## src/rtl/wrm_pkg.sv

```systemverilog
package wrm_pkg;

   localparam int WRM_ADDR_W = 3;

   typedef enum logic [WRM_ADDR_W-1:0] {
      ADDR_STATUS  = 3'd0,
      ADDR_FLAGS   = 3'd1,
      ADDR_MASK    = 3'd2,
      ADDR_POL     = 3'd3,
      ADDR_MON_EN  = 3'd4,
      ADDR_PIN_SEL = 3'd5
   } wrm_addr_e;

   // level means "device busy" for the given polarity (1 = active high)
   function automatic logic wait_active(input logic level, input logic active_high);
      return active_high ? level : ~level;
   endfunction

   // busy -> ready transition between two successive samples
   function automatic logic released(input logic prev, input logic cur, input logic active_high);
      return wait_active(prev, active_high) & ~wait_active(cur, active_high);
   endfunction

endpackage

```

## src/rtl/wrm_sync.sv

```systemverilog
module wrm_sync #(
   parameter int WIDTH  = 4,
   parameter int STAGES = 2
) (
   input  logic             clk,
   input  logic             rst_n,
   input  logic [WIDTH-1:0] async_i,
   output logic [WIDTH-1:0] cur_o,
   output logic [WIDTH-1:0] prev_o,
   output logic             primed_o
);
   localparam int CNT_MAX = STAGES + 1;
   localparam int CNT_W   = $clog2(CNT_MAX + 1);

   logic [WIDTH-1:0] chain_q [STAGES];
   logic [WIDTH-1:0] prev_q;
   logic [CNT_W-1:0] fill_q;

   genvar k;
   generate
      for (k = 0; k < STAGES; k++) begin : g_stage
         if (k == 0) begin : g_first
            always_ff @(posedge clk) begin
               if (!rst_n) chain_q[k] <= '0;
               else        chain_q[k] <= async_i;
            end
         end else begin : g_next
            always_ff @(posedge clk) begin
               if (!rst_n) chain_q[k] <= '0;
               else        chain_q[k] <= chain_q[k-1];
            end
         end
      end
   endgenerate

   always_ff @(posedge clk) begin
      if (!rst_n) begin
         prev_q <= '0;
         fill_q <= '0;
      end else begin
         prev_q <= chain_q[STAGES-1];
         if (fill_q != CNT_W'(CNT_MAX)) fill_q <= fill_q + 1'b1;
      end
   end

   assign cur_o    = chain_q[STAGES-1];
   assign prev_o   = prev_q;
   assign primed_o = (fill_q == CNT_W'(CNT_MAX));
endmodule

```

## src/rtl/wrm_edge_flags.sv

```systemverilog
module wrm_edge_flags
   import wrm_pkg::*;
#(
   parameter int NUM_PINS = 4
) (
   input  logic                clk,
   input  logic                rst_n,
   input  logic                primed_i,
   input  logic [NUM_PINS-1:0] cur_i,
   input  logic [NUM_PINS-1:0] prev_i,
   input  logic [NUM_PINS-1:0] pol_i,
   input  logic [NUM_PINS-1:0] clr_i,
   output logic [NUM_PINS-1:0] flags_o
);
   genvar i;
   generate
      for (i = 0; i < NUM_PINS; i++) begin : g_pin
         logic hit;
         logic flag_q;
         assign hit = primed_i & released(prev_i[i], cur_i[i], pol_i[i]);
         always_ff @(posedge clk) begin
            if (!rst_n) flag_q <= 1'b0;
            else        flag_q <= hit | (flag_q & ~clr_i[i]);
         end
         assign flags_o[i] = flag_q;
      end
   endgenerate
endmodule

```

## src/rtl/wrm_regfile.sv

```systemverilog
module wrm_regfile
   import wrm_pkg::*;
#(
   parameter int NUM_PINS = 4,
   parameter int NUM_CS   = 8,
   parameter int SEL_W    = 2,
   parameter int DATA_W   = 32
) (
   input  logic                    clk,
   input  logic                    rst_n,
   input  logic                    we_i,
   input  logic [WRM_ADDR_W-1:0]   addr_i,
   input  logic [DATA_W-1:0]       wdata_i,
   input  logic [NUM_PINS-1:0]     status_i,
   input  logic [NUM_PINS-1:0]     flags_i,
   output logic [DATA_W-1:0]       rdata_o,
   output logic [NUM_PINS-1:0]     clr_o,
   output logic [NUM_PINS-1:0]     mask_o,
   output logic [NUM_PINS-1:0]     pol_o,
   output logic [NUM_CS-1:0]       rd_en_o,
   output logic [NUM_CS-1:0]       wr_en_o,
   output logic [NUM_CS*SEL_W-1:0] sel_o
);
   localparam int SEL_BITS = NUM_CS * SEL_W;

   logic [NUM_PINS-1:0] mask_q, pol_q;
   logic [NUM_CS-1:0]   rd_en_q, wr_en_q;
   logic [SEL_BITS-1:0] sel_q;
   logic                unused_wdata_bits;

   assign unused_wdata_bits = ^wdata_i;

   always_ff @(posedge clk) begin
      if (!rst_n) begin
         mask_q  <= '0;
         pol_q   <= '0;
         rd_en_q <= '0;
         wr_en_q <= '0;
         sel_q   <= '0;
      end else if (we_i) begin
         case (addr_i)
            ADDR_MASK:    mask_q <= wdata_i[NUM_PINS-1:0];
            ADDR_POL:     pol_q  <= wdata_i[NUM_PINS-1:0];
            ADDR_MON_EN: begin
               rd_en_q <= wdata_i[NUM_CS-1:0];
               wr_en_q <= wdata_i[2*NUM_CS-1:NUM_CS];
            end
            ADDR_PIN_SEL: sel_q  <= wdata_i[SEL_BITS-1:0];
            default: ;
         endcase
      end
   end

   assign clr_o = (we_i && addr_i == ADDR_FLAGS) ? wdata_i[NUM_PINS-1:0] : '0;

   always_comb begin
      rdata_o = '0;
      case (addr_i)
         ADDR_STATUS:  rdata_o[NUM_PINS-1:0]   = status_i;
         ADDR_FLAGS:   rdata_o[NUM_PINS-1:0]   = flags_i;
         ADDR_MASK:    rdata_o[NUM_PINS-1:0]   = mask_q;
         ADDR_POL:     rdata_o[NUM_PINS-1:0]   = pol_q;
         ADDR_MON_EN:  rdata_o[2*NUM_CS-1:0]   = {wr_en_q, rd_en_q};
         ADDR_PIN_SEL: rdata_o[SEL_BITS-1:0]   = sel_q;
         default: ;
      endcase
   end

   assign mask_o  = mask_q;
   assign pol_o   = pol_q;
   assign rd_en_o = rd_en_q;
   assign wr_en_o = wr_en_q;
   assign sel_o   = sel_q;
endmodule

```

## src/rtl/wrm_stall.sv

```systemverilog
module wrm_stall
   import wrm_pkg::*;
#(
   parameter int NUM_PINS = 4,
   parameter int NUM_CS   = 8,
   parameter int SEL_W    = 2,
   parameter int CS_W     = 3
) (
   input  logic                    acc_valid_i,
   input  logic [CS_W-1:0]         acc_cs_i,
   input  logic                    acc_write_i,
   input  logic [NUM_PINS-1:0]     status_i,
   input  logic [NUM_PINS-1:0]     pol_i,
   input  logic [NUM_CS-1:0]       rd_en_i,
   input  logic [NUM_CS-1:0]       wr_en_i,
   input  logic [NUM_CS*SEL_W-1:0] sel_i,
   output logic                    stall_o
);
   logic [NUM_CS-1:0] cs_busy;
   logic [NUM_CS-1:0] cs_on;

   genvar c;
   generate
      for (c = 0; c < NUM_CS; c++) begin : g_cs
         logic [SEL_W-1:0] line;
         assign line       = sel_i[c*SEL_W +: SEL_W];
         assign cs_busy[c] = wait_active(status_i[line], pol_i[line]);
         assign cs_on[c]   = acc_write_i ? wr_en_i[c] : rd_en_i[c];
      end
   endgenerate

   assign stall_o = acc_valid_i & cs_on[acc_cs_i] & cs_busy[acc_cs_i];
endmodule

```

## src/rtl/wait_ready_monitor.sv

```systemverilog
module wait_ready_monitor
   import wrm_pkg::*;
#(
   parameter int NUM_PINS    = 4,
   parameter int NUM_CS      = 8,
   parameter int SYNC_STAGES = 2,
   parameter int DATA_W      = 32,
   localparam int SEL_W      = (NUM_PINS > 1) ? $clog2(NUM_PINS) : 1,
   localparam int CS_W       = (NUM_CS > 1) ? $clog2(NUM_CS) : 1
) (
   input  logic                  clk,
   input  logic                  rst_n,
   input  logic [NUM_PINS-1:0]   wait_pins_i,
   input  logic                  reg_we_i,
   input  logic [WRM_ADDR_W-1:0] reg_addr_i,
   input  logic [DATA_W-1:0]     reg_wdata_i,
   output logic [DATA_W-1:0]     reg_rdata_o,
   input  logic                  acc_valid_i,
   input  logic [CS_W-1:0]       acc_cs_i,
   input  logic                  acc_write_i,
   output logic                  stall_o,
   output logic                  irq_o
);
   generate
      if (NUM_PINS < 1 || NUM_PINS > DATA_W) begin : g_bad_pins
         $error("NUM_PINS must be 1..DATA_W");
      end
      if (2 * NUM_CS > DATA_W || NUM_CS * SEL_W > DATA_W) begin : g_bad_cs
         $error("chip-select fields do not fit in DATA_W");
      end
      if ((1 << CS_W) != NUM_CS) begin : g_bad_cs_pow2
         $error("NUM_CS must be a power of two");
      end
      if (SYNC_STAGES < 2) begin : g_bad_sync
         $error("SYNC_STAGES must be at least 2");
      end
   endgenerate

   logic [NUM_PINS-1:0]     status_q, prev_q, flags_q, clr;
   logic [NUM_PINS-1:0]     mask_q, pol_q;
   logic [NUM_CS-1:0]       rd_en_q, wr_en_q;
   logic [NUM_CS*SEL_W-1:0] sel_q;
   logic                    primed;

   wrm_sync #(.WIDTH(NUM_PINS), .STAGES(SYNC_STAGES)) sync_i (
      .clk, .rst_n, .async_i(wait_pins_i),
      .cur_o(status_q), .prev_o(prev_q), .primed_o(primed)
   );

   wrm_edge_flags #(.NUM_PINS(NUM_PINS)) flags_i (
      .clk, .rst_n, .primed_i(primed), .cur_i(status_q), .prev_i(prev_q),
      .pol_i(pol_q), .clr_i(clr), .flags_o(flags_q)
   );

   wrm_regfile #(.NUM_PINS(NUM_PINS), .NUM_CS(NUM_CS), .SEL_W(SEL_W), .DATA_W(DATA_W)) regs_i (
      .clk, .rst_n, .we_i(reg_we_i), .addr_i(reg_addr_i), .wdata_i(reg_wdata_i),
      .status_i(status_q), .flags_i(flags_q), .rdata_o(reg_rdata_o), .clr_o(clr),
      .mask_o(mask_q), .pol_o(pol_q), .rd_en_o(rd_en_q), .wr_en_o(wr_en_q), .sel_o(sel_q)
   );

   wrm_stall #(.NUM_PINS(NUM_PINS), .NUM_CS(NUM_CS), .SEL_W(SEL_W), .CS_W(CS_W)) stall_i (
      .acc_valid_i, .acc_cs_i, .acc_write_i, .status_i(status_q), .pol_i(pol_q),
      .rd_en_i(rd_en_q), .wr_en_i(wr_en_q), .sel_i(sel_q), .stall_o
   );

   assign irq_o = |(flags_q & mask_q);
endmodule

```

## config.mk

```make
export PLATFORM = sky130hd
export DESIGN_NAME = wait_ready_monitor
export DESIGN_NICKNAME = d
export VERILOG_FILES = /design/src/rtl/wrm_pkg.sv /design/src/rtl/wrm_sync.sv /design/src/rtl/wrm_edge_flags.sv /design/src/rtl/wrm_regfile.sv /design/src/rtl/wrm_stall.sv /design/src/rtl/wait_ready_monitor.sv
export SDC_FILE = /design/constraint.sdc
export NUM_CORES = 1
export LEC_CHECK = 0
export CORE_MARGIN = 2
export CORE_UTILIZATION = 35
export CTS_BUF_LIST = sky130_fd_sc_hd__clkbuf_4 sky130_fd_sc_hd__clkbuf_8 sky130_fd_sc_hd__clkbuf_16
export CTS_CLUSTER_SIZE = 25
export DETAILED_ROUTE_END_ITERATION = 10
export PLACE_DENSITY = 0.71
export SETUP_SLACK_MARGIN = 0.5
export SLEW_MARGIN = 5
export SYNTH_ARGS = -nofsm -noshare
export SYNTH_HDL_FRONTEND = slang
export SYNTH_HIERARCHICAL = 1
export SYNTH_SLANG_ARGS = --single-unit
```

## constraint.sdc

```tcl
create_clock -name clk -period 1.6 [get_ports clk]
set_input_delay 0.24 -clock clk [delete_from_list [all_inputs] [get_ports clk]]
set_output_delay 0.24 -clock clk [all_outputs]
set_load 0.05 [all_outputs]
```

# After elaboration in Yosys (flattened, before gate mapping)
# Memories as Yosys holds them, arrays and structs flattened.
# Index checks and enable logic that the tools add are counted.
[op_classes]
bitwise = 45
order_cmp = 9
n_eq_ne = 7
n_mux = 67
n_addsub = 1
n_reduce_logical = 7
[ops]
columns = ["operator", "count"]
rows = [
  ["$mux 1", 44],
  ["$bmux 1 s2", 16],
  ["$lt 2x3->1 const B", 8],
  ["$not 1->1", 24],
  ["$pmux 12 s2", 1],
  ["$pmux 4 s6", 1],
  ["$and 1x1->1", 14],
  ["$mux 4", 3],
  ["$reduce_and 2->1", 4],
  ["$bmux 1 s3", 2],
  ["$eq 3x2->1 const B", 2],
  ["$eq 3x3->1 const B", 2],
  ["$or 1x1->1", 6],
  ["$and 4x4->4", 1],
  ["$lt 3x4->1 const B", 1],
  ["$reduce_or 4->1", 1],
  ["$eq 3x1->1 const B", 1],
  ["$logic_not 3->1", 1],
  ["$add 2x1->2 const B", 1],
  ["$eq 2x2->1 const B", 1],
  ["$ne 2x2->1 const B", 1],
  ["$logic_and 1x1->1", 1],
]
[word_totals]
n_memories = 1
mem_bits_rw = 8
in_bits = 47
reg_bits = 50
[mem_list]
columns = ["name", "words", "word_bits", "rd", "rd_ports_with_merged_regs", "write_ports", "line", "source"]
rows = [
  ["sync_i.chain_q", 2, 4, 2, 0, 2, "wrm_sync.sv:15", "logic [WIDTH-1:0] chain_q [STAGES];"],
]

# Depth between registers and ports, before layout
# Gate-level depths: netlist (run 1).
# An unclocked memory read counts as a cell.
[logic_depth]
ltp_word = 8
depth_mapped = 8
depth_no_buf = 6

# Modules after synthesis
# The synthesis (run 1) kept the hierarchy.
[by_module_without_submodules]
columns = ["mod", "seq_area_each_um2", "area_each_um2", "cells_each", "instances"]
rows = [
  ["wrm_regfile", 800.8, 2117.0, 246, 1],
  ["wrm_stall", 0.0, 494.2, 62, 1],
  ["wrm_sync", 280.3, 419.2, 33, 1],
  ["wrm_edge_flags", 80.1, 252.7, 24, 1],
  ["wait_ready_monitor", 0.0, 18.8, 3, 1],
]

# Worst setup path before layout (run 1)
# OpenSTA, ideal clock, no wires.
[synth_path]
path_kind = "register to output"
from = "mem sync_i.chain_q[1][2]"
to = "out stall_o"
setup_slack_ps = -700
arrival_ps = 2060
path_stages_with_launch = 7
n_path_buf = 0
required_ps = 1360
cell_sequence = "dfxtp_1 xnor2_1 mux2_1 o32ai_1 nor4_1 o21ai_0 a21oi_1"
[synth_lines]
columns = ["item", "line", "source"]
rows = [
  ["from (decl)", "wrm_sync.sv:15", ""],
  ["to (decl)", "wait_ready_monitor.sv:21", "output logic stall_o,"],
]

# Worst setup path after layout (run 1)
[layout_path]
from = "reg regs_i.pol_q[3] (netlist: regs_i/pol_o[3])"
to = "out stall_o"
[layout_via]
elab_chain_len = 6
elab_cells_between_ends = 27
classes_between = "26 x mux; 1 x bitwise"
[layout_rtl]
columns = ["item", "line", "source"]
rows = [
  ["from (decl)", "wrm_regfile.sv:26", "logic [NUM_PINS-1:0] mask_q, pol_q;"],
  ["from (signal assigned)", "wrm_regfile.sv:43", "ADDR_POL: pol_q <= wdata_i[NUM_PINS-1:0];"],
  ["$bmux 1 s2", "wrm_stall.sv:27", "assign cs_busy[c] = wait_active(status_i[line], pol_i[line]);"],
  ["$mux 1 (implied by the code)", "wrm_stall.sv:27", ""],
  ["$mux 1", "wrm_pkg.sv:16", "return active_high ? level : ~level;"],
  ["$bmux 1 s3 *", "wrm_stall.sv:32", "assign stall_o = acc_valid_i & cs_on[acc_cs_i] & cs_busy[acc_cs_i];"],
  ["$mux 1 (implied by the code) *", "wrm_stall.sv:32", ""],
  ["$and 1x1->1 *", "wrm_stall.sv:32", ""],
]
# Mark *: on every way between the ends. The rest lies on a longest branch, timed or not. The select of a mux whose other input is x is not followed.

==> flow_summary.json, run 1 <==
{
  "totalWireLength_um": 12260,
  "drt-pass1-iter-count": 5,
  "synth_seq_cells": 58,
  "clock_skew_ns": 0.008233,
  "port_buffers": 48,
  "first_iter_violations": 215,
  "whs_ns": 0.4335,
  "holdPathStages": 1,
  "post-route-util_pct": 65.77,
  "comb_power_share_pct": 23.3,
  "hold_path_class": "reg2reg",
  "period_share_pct": 138.0,
  "hpwl_um": 6408,
  "worstPathArrival_ns": 1.97,
  "switching_power_uw": 1179,
  "fin_nets": 532,
  "gp_congestion": 0.8250,
  "reg2reg_depth": 4,
  "crit_fanout": 6,
  "ys.flop_type": "dfxtp_1",
  "clk_pin_slew_ns": 0.07,
  "r2r-start": "sync_i/chain_q[1][0]$_SDFF_PN0_",
  "reg2reg_to": "flags_i/g_pin[0].flag_q$_SDFF_PN0_",
  "cts_max_level": 3,
  "drv_slew": 0,
  "clock_latency_ns": 0.35,
  "antenna_cells": 0,
  "cp-end-kind": "output pin",
  "powerDensity_nw_per_um2": 639.3,
  "clock-root-buffer": "clkbuf_8",
  "finalCriticalPeriod_ns": 2.208,
  "grt-ovfl-total": 0,
  "peakVddDrop_v": 0.0004853,
  "stdcell_count": 599,
  "chipWidth_um": 101.1,
  "top_layer": "met4",
  "p_clk_share_pct": 36.9,
  "synth.distinct_cells": 50,
  "drv_cap": 0,
  "cts_tree": "done",
  "dieHeight_um": 101.1,
  "p_int_uw": 2688,
  "cts-hold-fix-buffers": 0,
  "worstHoldStart": "sync_i/chain_q[0][3]$_SDFF_PN0_",
  "timing.final.ws_setup_ns": -0.6081,
  "ys_warn_count": 6,
  "rsz0062_at_grt": "yes",
  "p_seq_share_pct": 39.8,
  "synth_area_per_cell_um2": 8.973,
  "core_um2": 9196,
  "wl_met2_um": 6428,
  "hold_end": "sync_i/chain_q[1][3]$_SDFF_PN0_",
  "area_growth_pct": 83.18,
  "syn_inst": 368,
  "hold_viol": 0,
  "ios": 81,
  "grt_start_max_net_pins": 59,
  "wl_per_cell_um": 20.46,
  "r2r_slack_ns": 0.40,
  "p_sw_share_pct": 30.49,
  "setup.worst_path.start_class": "flip-flop",
  "vias": 3340,
  "violations": "setup timing",
  "num_rows": 35,
  "outcome": "finished, violations left",
  "grt_pass1_vias": 3429,
  "grt_antenna_before_repair": 0,
  "worstPathRequired_ns": 1.36,
  "via_per_inst": 5.576,
  "cts_made_buffers": 9,
  "dp.cells": 557,
  "ant_nets": 0,
  "die-area_um2": 10230,
  "crit_type": "reg2out",
  "drc": 0,
  "tns_ns": -1.351,
  "track_usage_pct": 23.69,
  "drive_gt1_share_pct": 56.97,
  "wl_met3_um": 823,
  "timing.fmax_ghz": 0.4529,
  "p_leak_uw": 0.002346,
  "grt_first_pass_wirelength_um": 18240,
  "clock_sinks": 58,
  "clockBufferDepth": 2,
  "wl_met1_um": 4608,
  "synth_edf_count": 0,
  "start_util_pct": 35.90,
  "setup_viol": 5,
  "synthArstFlopShare_pct": 0,
  "synth-seq-area-share_pct": 35.16,
  "syn_area_um2": 3302
}
critical path: stages (launching register included):
cell,delay (ns)
dfxtp_2,0.35
xnor2_4,0.27
mux2_4,0.21
o32ai_2,0.08
nor4_1,0.22
o21ai_1,0.15
a21oi_4,0.19
buf_12,0.15
power by group through the flow:
stage / sequential (uW) / combinational (uW) / clock, uW
final: 1540 / 902 / 1430
after global routing: 1540 / 949 / 1500
after CTS: 1530 / 809 / 1420
after detailed placement: 1570 / 642 / 0
after global placement: 1560 / 629 / 0
after floorplan: 1560 / 436 / 0
final cells by class:
| class | instances | area (um2) |
|---|---|---|
| Fill cell | 643 | 3148 |
| Multi-Input combinational cell | 279 | 2798 |
| Timing Repair Buffer | 132 | 1672 |
| Sequential cell | 58 | 1227 |
| Tap cell | 111 | 138.9 |
| Clock buffer | 10 | 137.6 |
| Clock inverter | 6 | 63.81 |
| Inverter | 3 | 11.26 |
cells by family after synthesis:
| logic type | synth area share [%] |
|---|---|
| xor gates and xnor gates | 1.326 |
| other | 0.1136 |
| buffers and inverters | 9.208 |
| and+or+nand+nor | 23.57 |
| adders and majority gates | 0.7577 |
| muxes | 15.12 |
| AOI/OAI and AO/OA | 14.74 |
| DFF | 35.16 |
flip-flops by register name, summed over array words and instances (netlist names):
name / count
regs_i/wr_en_o: 8
regs_i/rd_en_o: 8
regs_i/pol_o: 4
regs_i/sel_o: 16
sync_i/chain_q: 8
regs_i/mask_o: 4
flags_i/g_pin.flag_q: 4
sync_i/prev_o: 4
sync_i/fill_q: 2
cell usage in the layout (no fill, tap or decap), types with 3 or more instances in the layout:
cell             netlist  final
o31a_1                 4      4
dfxtp_2                0     17
a2111oi_4              0      3
mux2i_1               36     22
xnor2_4                0      3
conb_1                 1     16
buf_8                  0      3
dfxtp_4                0     12
nor4bb_1               3      3
o221ai_4               0      4
mux4_2                 1      4
o21ai_1                0      3
clkbuf_8               0     10
dfxtp_1               58     29
buf_12                 0     29
and4b_1                5      4
nor2_4                 0     12
and2_1                17     17
nor2b_1               14     14
a21boi_2               0     17
a21boi_1              20     15
nor2_1                19      6
nand2_1               71     25
nand2_2                0     19
mux2i_4                0     12
nor3b_1                3      3
nand2_4                0     27
buf_4                 26     41
inv_1                  3      3
buf_6                  3     24
clkdlybuf4s50_1        0     23
buf_16                 0      4
synthesized netlist by cell type (all sizes together) (2+ instances only):
| cell | n | share of area [%] |
|---|---|---|
| and4bb | 3 | 1.1 |
| or3 | 4 | 0.76 |
| mux4 | 5 | 3.9 |
| nand4b | 2 | 0.72 |
| nor3b | 3 | 0.68 |
| clkbuf | 6 | 0.72 |
| buf | 37 | 8.1 |
| nand2b | 3 | 0.57 |
| o221ai | 4 | 1.1 |
| nor3 | 3 | 0.45 |
| a2111oi | 4 | 1.1 |
| a21boi | 32 | 7.3 |
| xnor2 | 4 | 1.1 |
| and4b | 5 | 1.5 |
| ha | 2 | 0.76 |
| o31a | 4 | 1.1 |
| mux2i | 36 | 11 |
| inv | 3 | 0.34 |
| and2 | 17 | 3.2 |
| a32oi | 3 | 0.80 |
| nor4bb | 3 | 0.91 |
| a21oi | 2 | 0.30 |
| dfxtp | 58 | 35 |
| a22oi | 2 | 0.45 |
| nor2 | 19 | 2.2 |
| nand2 | 71 | 8.1 |
| o21ai | 4 | 0.61 |
| nor2b | 14 | 2.7 |
per-stage QoR:
| step | worst slack, ns | power (uW) | cell area (um2) |
|---|---|---|---|
| finish | -0.6081 | 3867 | 6048 |
| global route | -0.6705 | 3988 | 6048 |
| CTS | -0.5771 | 3767 | 5678 |
| detailed placement | -0.8253 | 2208 | 4695 |
| global placement | -0.7929 | 2192 | 4695 |
| floorplan | -0.06760 | 1992 | 3719 |
repair_timing:
item	CTS	global route
pin swaps	63	39
endpoints found under the setup margin	62	61
gates resized for setup	168	81
cloned	6	0
buffers inserted	14	6
hold endpoints to repair	0	0
worst max-delay path by stage:
stage,startpoint,end,cells past startpoint
floorplan,regs_i/pol_o[3]$_SDFFE_PN0P_,stall_o,6
global placement,acc_write_i,stall_o,6
detailed placement,acc_write_i,stall_o,6
CTS,regs_i/wr_en_o[7]$_SDFFE_PN0P_,stall_o,5
global route,sync_i/chain_q[1][2]$_SDFF_PN0_,stall_o,7
finish,regs_i/pol_o[3]$_SDFFE_PN0P_,stall_o,7
per-layer routing:
| layer | up-vias | global-route usage [%] |
|---|---|---|
| met4 | 0 | 11.12 |
| met3 | 38 | 4.624 |
| li1 | 1497 | - |
| met5 | - | 0 |
| met1 | 1649 | 27.74 |
| met2 | 156 | 41.62 |
Note: power is estimated with default switching activity, not from simulation.
==> inputs of run 2 (changes only) <==
--- a/config.mk
+++ b/config.mk
@@ -17,3 +17,4 @@
 export SYNTH_HDL_FRONTEND = slang
 export SYNTH_HIERARCHICAL = 1
 export SYNTH_SLANG_ARGS = --single-unit
+export TNS_END_PERCENT = 100
==> results of run 2 <==
Same layout as run 1: the final DEF is identical, and so are final timing and power.
==> inputs of run 3 (changes only) <==
--- a/config.mk
+++ b/config.mk
@@ -10,7 +10,7 @@
 export CTS_BUF_LIST = sky130_fd_sc_hd__clkbuf_4 sky130_fd_sc_hd__clkbuf_8 sky130_fd_sc_hd__clkbuf_16
 export CTS_CLUSTER_SIZE = 25
 export DETAILED_ROUTE_END_ITERATION = 10
-export PLACE_DENSITY = 0.71
+export PLACE_DENSITY = 0.69
 export SETUP_SLACK_MARGIN = 0.5
 export SLEW_MARGIN = 5
 export SYNTH_ARGS = -nofsm -noshare
==> constraint.sdc (replaced) <==
create_clock -name clk -period 2.4 [get_ports clk]
set_input_delay 0.36 -clock clk [delete_from_list [all_inputs] [get_ports clk]]
set_output_delay 0.36 -clock clk [all_outputs]
set_load 0.05 [all_outputs]
==> run 3 against run 2 <==
- the run now ends clean
- first-iteration DRC count decreased by 3.7%
- sequential power shrank 34%
- clock skew is 0.0055 ns lower
- flip-flop and latch count unchanged
- clock-buffer cell count is 1 higher
- routed wire length down 29%
- design area down 26%
- global-route usage shrank 6.0 points
- worst setup slack gained 0.68 ns
- hold slack better by 0.0060 ns
- combinational power down 55%
- clock power fell by 38%
==> flow_summary.json, run 3 (same netlist as run 1, synthesis figures left out) <==
{
  "peakVddDrop_v": 0.0002668,
  "grt_pass1_vias": 2762,
  "hpwl_um": 6012,
  "chipWidth_um": 101.1,
  "grt_first_pass_wirelength_um": 14090,
  "fin_nets": 476,
  "drive_gt1_share_pct": 22.33,
  "drv_slew": 0,
  "rsz0062_at_grt": "yes",
  "p_seq_share_pct": 44.1,
  "grt-ovfl-total": 0,
  "worstPathArrival_ns": 1.96,
  "final_common_cell": "nand2_1",
  "timing.final.ws_setup_ns": 0.07613,
  "grt_start_max_net_pins": 59,
  "drc": 0,
  "worstPathRequired_ns": 2.04,
  "multi_input_area_um2": 2026,
  "dieHeight_um": 101.1,
  "track_usage_pct": 17.71,
  "switching_power_uw": 615.3,
  "place_worst_setup_slack_ns": -0.2724,
  "hold_path_class": "reg2reg",
  "p_sw_share_pct": 26.56,
  "crit_fanout": 7,
  "clock_sinks": 58,
  "largest_reg_flops": 16,
  "seq_area_um2": 1179,
  "drv_cap": 0,
  "setup_viol": 0,
  "clock_skew_ns": 0.002716,
  "comb_power_share_pct": 17.4,
  "wl_per_cell_um": 16.19,
  "fill_cells": 838,
  "p_clk_share_pct": 38.5,
  "setup.worst_path.start_class": "flip-flop",
  "mostFrequentLayoutCells": "70 x nand2_1, 50 x dfxtp_1, 34 x mux2i_1",
  "finalPower_uw": 2317,
  "via_per_inst": 5.281,
  "period_share_pct": 96.83,
  "core_um2": 9196,
  "p_int_uw": 1702,
  "drt-pass1-iter-count": 4,
  "cp-end-kind": "output pin",
  "ant_nets": 0,
  "vias": 2857,
  "finalCriticalPeriod_ns": 2.324,
  "clock_latency_ns": 0.33,
  "num_rows": 35,
  "clockBufferDepth": 2,
  "cts_made_buffers": 9,
  "p_leak_uw": 0.001735,
  "powerDensity_nw_per_um2": 514.4,
  "ios": 81,
  "grt_antenna_before_repair": 0,
  "clk_pin_slew_ns": 0.06,
  "cts_max_level": 3,
  "maxSlewHeadroom_pct": 66.58,
  "die-area_um2": 10230,
  "timing.fmax_ghz": 0.4303,
  "outcome": "complete, no violations",
  "start_util_pct": 35.90,
  "gp_congestion": 0.8565,
  "totalWireLength_um": 8758,
  "cts-hold-fix-buffers": 0,
  "worstMarginPinSlew_ns": 0.4995,
  "crit_type": "reg2out",
  "cts_tree": "done",
  "first_iter_violations": 207,
  "clock-root-buffer": "clkbuf_8",
  "antenna_cells": 0,
  "hold_viol": 0,
  "area_growth_pct": 36.42,
  "port_buffers": 48
}
-- run 3: cell count changes in the layout (fill, tap and decap cells not counted), moves of 17 or more --
cell	before	now
a21boi_2	17	0
buf_4	41	20
buf_6	24	3
nand2_4	27	0
dfxtp_1	29	50
nand2_1	25	70
nand2_2	19	1
-- run 3: through the flow --
stage	TNS, ns	utilization (%)	instances	area (um2)	hold WS, ns
after floorplan	0	-	383	3374	0.4118
after CTS	0	48.44	540	4454	0.4414
after global routing	-0.02216	48.98	541	4504	0.4476
after detailed placement	-0.2724	43.65	515	4014	0.4280
final	0	48.98	541	4504	0.4395
after global placement	-0.2427	43.65	515	4014	0.4203
-- run 3: worst paths after layout --
path                                   start                                  to  slack, ns  depth (start not counted)
min reg2reg  sync_i/chain_q[0][1]$_SDFF_PN0_     sync_i/chain_q[1][1]$_SDFF_PN0_       0.44                          1
min          sync_i/chain_q[0][1]$_SDFF_PN0_     sync_i/chain_q[1][1]$_SDFF_PN0_       0.44                          1
max reg2reg    sync_i/fill_q[0]$_SDFFE_PN0P_  flags_i/g_pin[3].flag_q$_SDFF_PN0_       1.14                          3
max          sync_i/chain_q[1][1]$_SDFF_PN0_                             stall_o       0.08                          7
-- run 3: worst max-delay path, stage by stage (launching register included) --
cell and delay, ns:
dfxtp_2 0.34, xnor2_1 0.21, buf_4 0.21, o31ai_1 0.12, nor4_2 0.31, o21ai_2 0.12
a21oi_4 0.16, buf_12 0.15
-- run 3: layout make-up --
class                           instances  share of cell area [%]
Multi-Input combinational cell        279                   44.97
Sequential cell                        58                   26.17
Timing Repair Buffer                   76                   21.28
Inverter                                3                  0.2500
Tap cell                              111                   3.083
Clock buffer                           11                   3.361
Clock inverter                          3                  0.8889
-- run 3: power groups by stage --
stage	Clock, uW	Sequential (uW)	Combinational [uW]
3_5_place_dp	0	1040	348
4_1_cts	905	1020	392
6_report	892	1020	402
5_1_grt	953	1030	429
2_1_floorplan	0	1030	248
3_3_place_gp	0	1040	343
-- run 3: per-layer routing --
metal | track usage (%) | wire, um
met3 | 2.830 | 420
met5 | 0 | 0
met2 | 28.94 | 4346
met1 | 23.59 | 3852
met4 | 6.653 | 138
-- run 3: timing repair --
action / 4_1_cts / 5_1_grt
gates cloned: 3 / 0
setup endpoints to repair: 18 / 16
resized for setup: 44 / 15
setup buffers: 8 / 1
pin swaps: 8 / 7
endpoints found under the hold margin: 0 / 0
